===== config.mk =====
export PLATFORM = sky130hd
export DESIGN_NAME = cofs_helper_unit
export DESIGN_NICKNAME = d
export VERILOG_FILES = /design/src/rtl/cofs_pkg.sv /design/src/rtl/cofs_encoder.sv /design/src/rtl/cofs_ctrl.sv /design/src/rtl/cofs_helper_unit.sv
export SDC_FILE = /design/constraint.sdc
export NUM_CORES = 1
export LEC_CHECK = 0
export ABC_CLOCK_PERIOD_IN_PS = 2220
export CORE_AREA = 4 4 327 329
export CTS_BUF_LIST = sky130_fd_sc_hd__clkbuf_8
export DETAILED_ROUTE_END_ITERATION = 7
export DIE_AREA = 0 0 331 333
export PLACE_DENSITY = 0.51
export SETUP_SLACK_MARGIN = 0.5
export SKIP_CTS_REPAIR_TIMING = 1
export SLEW_MARGIN = 20
export SYNTH_ARGS = -nofsm -noshare
export SYNTH_HDL_FRONTEND = slang
export SYNTH_SLANG_ARGS = --single-unit
export TNS_END_PERCENT = 20

===== constraint.sdc =====
create_clock -name clk -period 2.22 [get_ports clk]
set_input_delay 0.444 -clock clk [delete_from_list [all_inputs] [get_ports clk]]
set_output_delay 0.444 -clock clk [all_outputs]
set_load 0.01 [all_outputs]

===== src/rtl/cofs_pkg.sv =====
package cofs_pkg;

    typedef enum logic [1:0] {
        ST_IDLE = 2'd0,
        ST_SEND = 2'd1,
        ST_WAIT = 2'd2
    } cofs_state_e;

    // Message width for a codeword width and a rate selector (0: 1/2, 1: 2/3, 2: 3/4).
    function automatic int rate_msg_bits(input int cw_bits, input int rate_sel);
        case (rate_sel)
            1:       return (cw_bits * 2) / 3;
            2:       return (cw_bits * 3) / 4;
            default: return cw_bits / 2;
        endcase
    endfunction

    // Offsets of the message taps folded into each parity bit.
    localparam int TAP_A = 0;
    localparam int TAP_B = 1;
    localparam int TAP_C = 5;

endpackage


===== src/rtl/cofs_encoder.sv =====
module cofs_encoder
    import cofs_pkg::*;
#(
    parameter int CW_W  = 128,
    parameter int MSG_W = 64
) (
    input  logic [MSG_W-1:0] msg,
    output logic [CW_W-1:0]  codeword
);
    localparam int NP_W = CW_W - MSG_W;

    // Systematic part: message sits above the parity field.
    assign codeword[CW_W-1:NP_W] = msg;

    // Each parity bit is a GF(2) sum of three message bits.
    for (genvar j = 0; j < NP_W; j++) begin : g_par
        localparam int IA = (j + TAP_A) % MSG_W;
        localparam int IB = (j + TAP_B) % MSG_W;
        localparam int IC = (j + TAP_C) % MSG_W;
        assign codeword[j] = msg[IA] ^ msg[IB] ^ msg[IC];
    end

endmodule


===== src/rtl/cofs_ctrl.sv =====
module cofs_ctrl
    import cofs_pkg::*;
#(
    parameter int CW_W = 128
) (
    input  logic            clk,
    input  logic            rst_n,
    input  logic            start,
    input  logic            mode,
    input  logic [CW_W-1:0] enc_word,
    input  logic [CW_W-1:0] resp_in,
    input  logic [CW_W-1:0] helper_in,
    output logic            req_valid,
    input  logic            req_ready,
    output logic [CW_W-1:0] req_word,
    input  logic            rsp_valid,
    output logic            rsp_ready,
    input  logic [CW_W-1:0] rsp_word,
    input  logic            rsp_fail,
    output logic            done,
    output logic            ok,
    output logic            err,
    output logic [CW_W-1:0] helper_out,
    output logic [CW_W-1:0] resp_out
);

    typedef struct packed {
        cofs_state_e     state;
        logic [CW_W-1:0] req_word;
        logic [CW_W-1:0] mask;
        logic [CW_W-1:0] helper_out;
        logic [CW_W-1:0] resp_out;
        logic            done;
        logic            ok;
        logic            err;
    } ctrl_t;

    ctrl_t st_d, st_q;

    always_comb begin
        st_d      = st_q;
        st_d.done = 1'b0;
        case (st_q.state)
            ST_IDLE: begin
                if (start) begin
                    st_d.ok       = 1'b0;
                    st_d.err      = 1'b0;
                    st_d.resp_out = '0;
                    if (!mode) begin
                        st_d.helper_out = resp_in ^ enc_word;
                        st_d.done       = 1'b1;
                        st_d.ok         = 1'b1;
                    end else begin
                        st_d.helper_out = '0;
                        st_d.mask       = helper_in;
                        st_d.req_word   = resp_in ^ helper_in;
                        st_d.state      = ST_SEND;
                    end
                end
            end
            ST_SEND: begin
                if (req_ready) st_d.state = ST_WAIT;
            end
            ST_WAIT: begin
                if (rsp_valid) begin
                    st_d.state = ST_IDLE;
                    st_d.done  = 1'b1;
                    if (rsp_fail) begin
                        st_d.err = 1'b1;
                    end else begin
                        st_d.ok       = 1'b1;
                        st_d.resp_out = rsp_word ^ st_q.mask;
                    end
                end
            end
            default: st_d.state = ST_IDLE;
        endcase
    end

    always_ff @(posedge clk) begin
        if (!rst_n) begin
            st_q <= '0;
        end else begin
            st_q <= st_d;
        end
    end

    assign req_valid  = (st_q.state == ST_SEND);
    assign rsp_ready  = (st_q.state == ST_WAIT);
    assign req_word   = st_q.req_word;
    assign done       = st_q.done;
    assign ok         = st_q.ok;
    assign err        = st_q.err;
    assign helper_out = st_q.helper_out;
    assign resp_out   = st_q.resp_out;

    // a reconstruct launch offers R' xor P on the next cycle.
    p_recon_req_r3: assert property (@(posedge clk) disable iff (!rst_n)
        (st_q.state == ST_IDLE && start && mode) |=>
            (req_valid && req_word == $past(resp_in ^ helper_in)));

    // an unaccepted request is held unchanged.
    p_req_stable_r4: assert property (@(posedge clk) disable iff (!rst_n)
        (req_valid && !req_ready) |=> (req_valid && $stable(req_word)));

    // a failed decode never exposes a response.
    p_fail_blank_r6: assert property (@(posedge clk) disable iff (!rst_n)
        err |-> (resp_out == '0 && !ok));

    // a launch while busy produces no completion, except the response itself.
    p_busy_ignore_r7: assert property (@(posedge clk) disable iff (!rst_n)
        (st_q.state == ST_SEND && start) |=> !done);

    // idle without a launch keeps every result stable.
    p_hold_idle_r8: assert property (@(posedge clk) disable iff (!rst_n)
        (st_q.state == ST_IDLE && !start) |=>
            ($stable(helper_out) && $stable(resp_out) && $stable(ok) && $stable(err)));

endmodule


===== src/rtl/cofs_helper_unit.sv =====
module cofs_helper_unit
    import cofs_pkg::*;
#(
    parameter int CW_W     = 128,
    parameter int RATE_SEL = 0,
    localparam int MSG_W   = rate_msg_bits(CW_W, RATE_SEL)
) (
    input  logic             clk,
    input  logic             rst_n,
    input  logic             start,
    input  logic             mode,
    input  logic [MSG_W-1:0] msg_in,
    input  logic [CW_W-1:0]  resp_in,
    input  logic [CW_W-1:0]  helper_in,
    output logic             dec_req_valid,
    input  logic             dec_req_ready,
    output logic [CW_W-1:0]  dec_req_word,
    input  logic             dec_rsp_valid,
    output logic             dec_rsp_ready,
    input  logic [CW_W-1:0]  dec_rsp_word,
    input  logic             dec_rsp_fail,
    output logic             done,
    output logic             ok,
    output logic             err,
    output logic [CW_W-1:0]  helper_out,
    output logic [CW_W-1:0]  resp_out
);

    logic [CW_W-1:0] enc_word;

    cofs_encoder #(
        .CW_W  (CW_W),
        .MSG_W (MSG_W)
    ) i_enc (
        .msg      (msg_in),
        .codeword (enc_word)
    );

    cofs_ctrl #(
        .CW_W (CW_W)
    ) i_ctrl (
        .clk        (clk),
        .rst_n      (rst_n),
        .start      (start),
        .mode       (mode),
        .enc_word   (enc_word),
        .resp_in    (resp_in),
        .helper_in  (helper_in),
        .req_valid  (dec_req_valid),
        .req_ready  (dec_req_ready),
        .req_word   (dec_req_word),
        .rsp_valid  (dec_rsp_valid),
        .rsp_ready  (dec_rsp_ready),
        .rsp_word   (dec_rsp_word),
        .rsp_fail   (dec_rsp_fail),
        .done       (done),
        .ok         (ok),
        .err        (err),
        .helper_out (helper_out),
        .resp_out   (resp_out)
    );

    // an enrol launch from idle yields done/ok and R xor C one cycle later.
    p_enrol_mask_r1: assert property (@(posedge clk) disable iff (!rst_n)
        (start && !mode && !dec_req_valid && !dec_rsp_ready) |=>
            (done && ok && !err && helper_out == $past(resp_in ^ enc_word)));

    // the unit waits for the response only after the request is gone.
    p_rsp_phase_r5: assert property (@(posedge clk) disable iff (!rst_n)
        !(dec_req_valid && dec_rsp_ready));

endmodule


==> out/qor.yml <==
status: "complete, no violations"
vias_per_cell: 4.233
grt_pass1_vias: 20519
clock_latency_ps: 740
reg2reg_slack_ps: 360
post-dp-hpwl_um: 79000
synthCells: 2830
h-tree-depth: 3
crit_end: "dec_rsp_ready"
finalHoldViolations: 0
yosysSeqAreaShare: 0.4014
netlist.area_leader.share: 0.4014
wl_met1_um: 39810
port_buffers: 843
stdcell_count: 4813
gp_congestion: 0.8183
post-place-ws_ps: -91.78
dr.pass1.iters: 6
clk_pin_slew_worst_paths_ps: 60
p_per_area_nw_per_um2: 654.2
setup.worst_path.start_class: "flip-flop"
vias: 20375
dr_wl_met2_um: 50100
antenna_found_initial: 7
rr_worst_depth: 5
rows: 118
setup_tns_ps: 0
die_w_um: 331
slew_headroom: 0.5172
cap_violations: 0
cts_buffers: 100
hp-class: "input pin to flip-flop"
ir_drop_mv: 0.4283
grt_overflow: 0
grt_usage: 0.1744
syn_area_um2: 25780
drive_gt1_frac: 0.1610
n_fill_cell: 10637
numPlacedInstances: 4606
finalSetupViolCount: 0
slew_viol_final: 0
yosysTopAreaCell: "dfxtp_1"
crit_fanout: 7
areaGrowthSynthToFinish_pct: 42.90
final_cell_mix: "nand2_1, clkdlybuf4s50_1, dfxtp_1, xnor2_1, dlymetal6s2s_1"
wl_met3_um: 8198
crit_start: "i_ctrl.st_q[516]$_SDFFE_PN0P_"
synth.area.top_cells: "dfxtp_1, xnor2_1, buf_4, nand2_1, o211a_1"
die_height_um: 333
slowest_delay_ps: 390
rsz0062_at_grt: "true"
r2r-end: "i_ctrl.helper_out[83]$_SDFFE_PN0P_"
finalClockSkew_ps: 50.90
layout_commonest_cell: "nand2_1"
grt_max_degree: 105
fin_crit_sh: 0.8438
highest_layer: "met5"
synth_nets: 3285
wl_um: 102000
ioPinCount: 844
synth_cell_type_count: 33
crit_chain: "nor2b_4 > buf_6"
die_area_um2: 110200
critical_path_class: "flip-flop to output port"
synth_seq_cells: 517
cp.arrival_ps: 1430
cts_buffer_depth: 3
power.leakage_nw: 19.05
wl_per_cell_um: 21.20
required_ps: 1780
yosys_warnings: 0
fmax_mhz: 533.9
crit_path_end_kind: "output port"
setup_slack_ps: 346.8
p_total_mw: 24.10
drt_iter0_drc: 791
period_needed_ps: 1873
worst_path_max_delay_cell: "dfxtp_4"
drc_errors: 0
cp.buffers_inverters: 1
initial_core_util: 0.2491
ant_nets: 0
core_area_um2: 103500
syn_area_per_cell_um2: 9.111
path_depth: 2
cts_sinks: 517
grt_pass1_wl_um: 141700
cts_tree: "done"
clockRootBuffer: "clkbuf_8"
rr_startpoint: "i_ctrl.st_q[516]$_SDFFE_PN0P_"
fin_nets: 3807
critPathTopFamily: "flip-flops"
tightest_slew_ps: 724.2
final_util: 0.3560
[worst reg2reg max path, delay by kind of cell, from the launching register on]
family                 cells  cell delay, ps
AO/OA/AOI/OAI              1             150
buffers and inverters      2             350
flip-flops                 1             370
AND/OR/NAND/NOR            2             920
[synth_stat cells (all sizes together)]
master   count
clkbuf     108
nand3        1
nand2      642
nor3b        2
inv          1
xnor2      383
xor2       129
nand4bb      1
mux2         1
o2bb2ai      1
or3         64
o22ai       63
dfxtp      517
o211a      129
o21a         1
nor2b        3
and2         2
or3b         1
nand3b       1
a21oi        2
nand2b       2
and4b        1
a22o        64
a22oi        1
nor4bb       1
buf        452
a21boi     192
mux2i       65
[flip-flops by register name (all words and copies together) (netlist names)]
| name | count |
|---|---|
| i_ctrl.ok | 1 |
| i_ctrl.st_q | 130 |
| i_ctrl.err | 1 |
| i_ctrl.resp_out | 128 |
| i_ctrl.req_word | 128 |
| i_ctrl.helper_out | 128 |
| i_ctrl.done | 1 |
[per-stage QoR]
| stage | cell area [µm²] | hold slack, ps |
|---|---|---|
| after floorplan | 25780 | 431.1 |
| after global placement | 33660 | 437.3 |
| after detailed placement | 33660 | 442.3 |
| after CTS | 35650 | -29.57 |
| after global routing | 36840 | 244.0 |
| final | 36840 | 321.6 |
[logic make-up (layout without fill, tap and decap cells)]
family	count (synthesis)	in the layout	share of synthesized area
and+or+nand+nor	721	721	0.1134
buffers and inverters	561	1159	0.1413
DFF	517	517	0.4014
xor gates and xnor gates	512	512	0.1739
AOI/OAI and AO/OA	453	453	0.1443
muxes	66	66	0.02567
other	0	5	0
[final cells by class]
cell class / instances / area (µm²) / share of cell area
sequential: 517 / 10540 / 0.2860
inverter: 1 / 3.754 / 0.0001019
clock inverter: 51 / 237.7 / 0.006452
timing repair buffer: 980 / 10710 / 0.2907
tap: 1380 / 1727 / 0.04686
multi-input combinational: 1752 / 11870 / 0.3221
clock buffer: 127 / 1748 / 0.04744
antenna: 5 / 12.51 / 0.0003396
[report_power, final]
group	internal [mW]	leakage (nW)	switching (mW)
Clock	5.12	1.16	4.41
Sequential	9.74	4.28	0.277
Combinational	2.46	13.6	2.09
[worst min-delay path by stage]
stage	startpoint	end	slack (ps)	cells after the start
3_5_place_dp	i_ctrl.helper_out[89]$_SDFFE_PN0P_	i_ctrl.helper_out[89]$_SDFFE_PN0P_	440	2
5_1_grt	helper_in[101]	i_ctrl.st_q[360]$_SDFFE_PN0P_	240	3
2_1_floorplan	i_ctrl.helper_out[107]$_SDFFE_PN0P_	i_ctrl.helper_out[107]$_SDFFE_PN0P_	430	2
4_1_cts	rst_n	i_ctrl.helper_out[85]$_SDFFE_PN0P_	-30	2
6_report	mode	i_ctrl.helper_out[85]$_SDFFE_PN0P_	320	4
3_3_place_gp	i_ctrl.helper_out[118]$_SDFFE_PN0P_	i_ctrl.helper_out[118]$_SDFFE_PN0P_	440	2
[per-layer routing]
layer | vias up | track usage
met5 | - | 0
met4 | 4 | 0.06725
met3 | 168 | 0.06308
met2 | 664 | 0.3041
met1 | 9560 | 0.1930
li1 | 9979 | -
No activity file was read; power rests on OpenSTA's default activity.
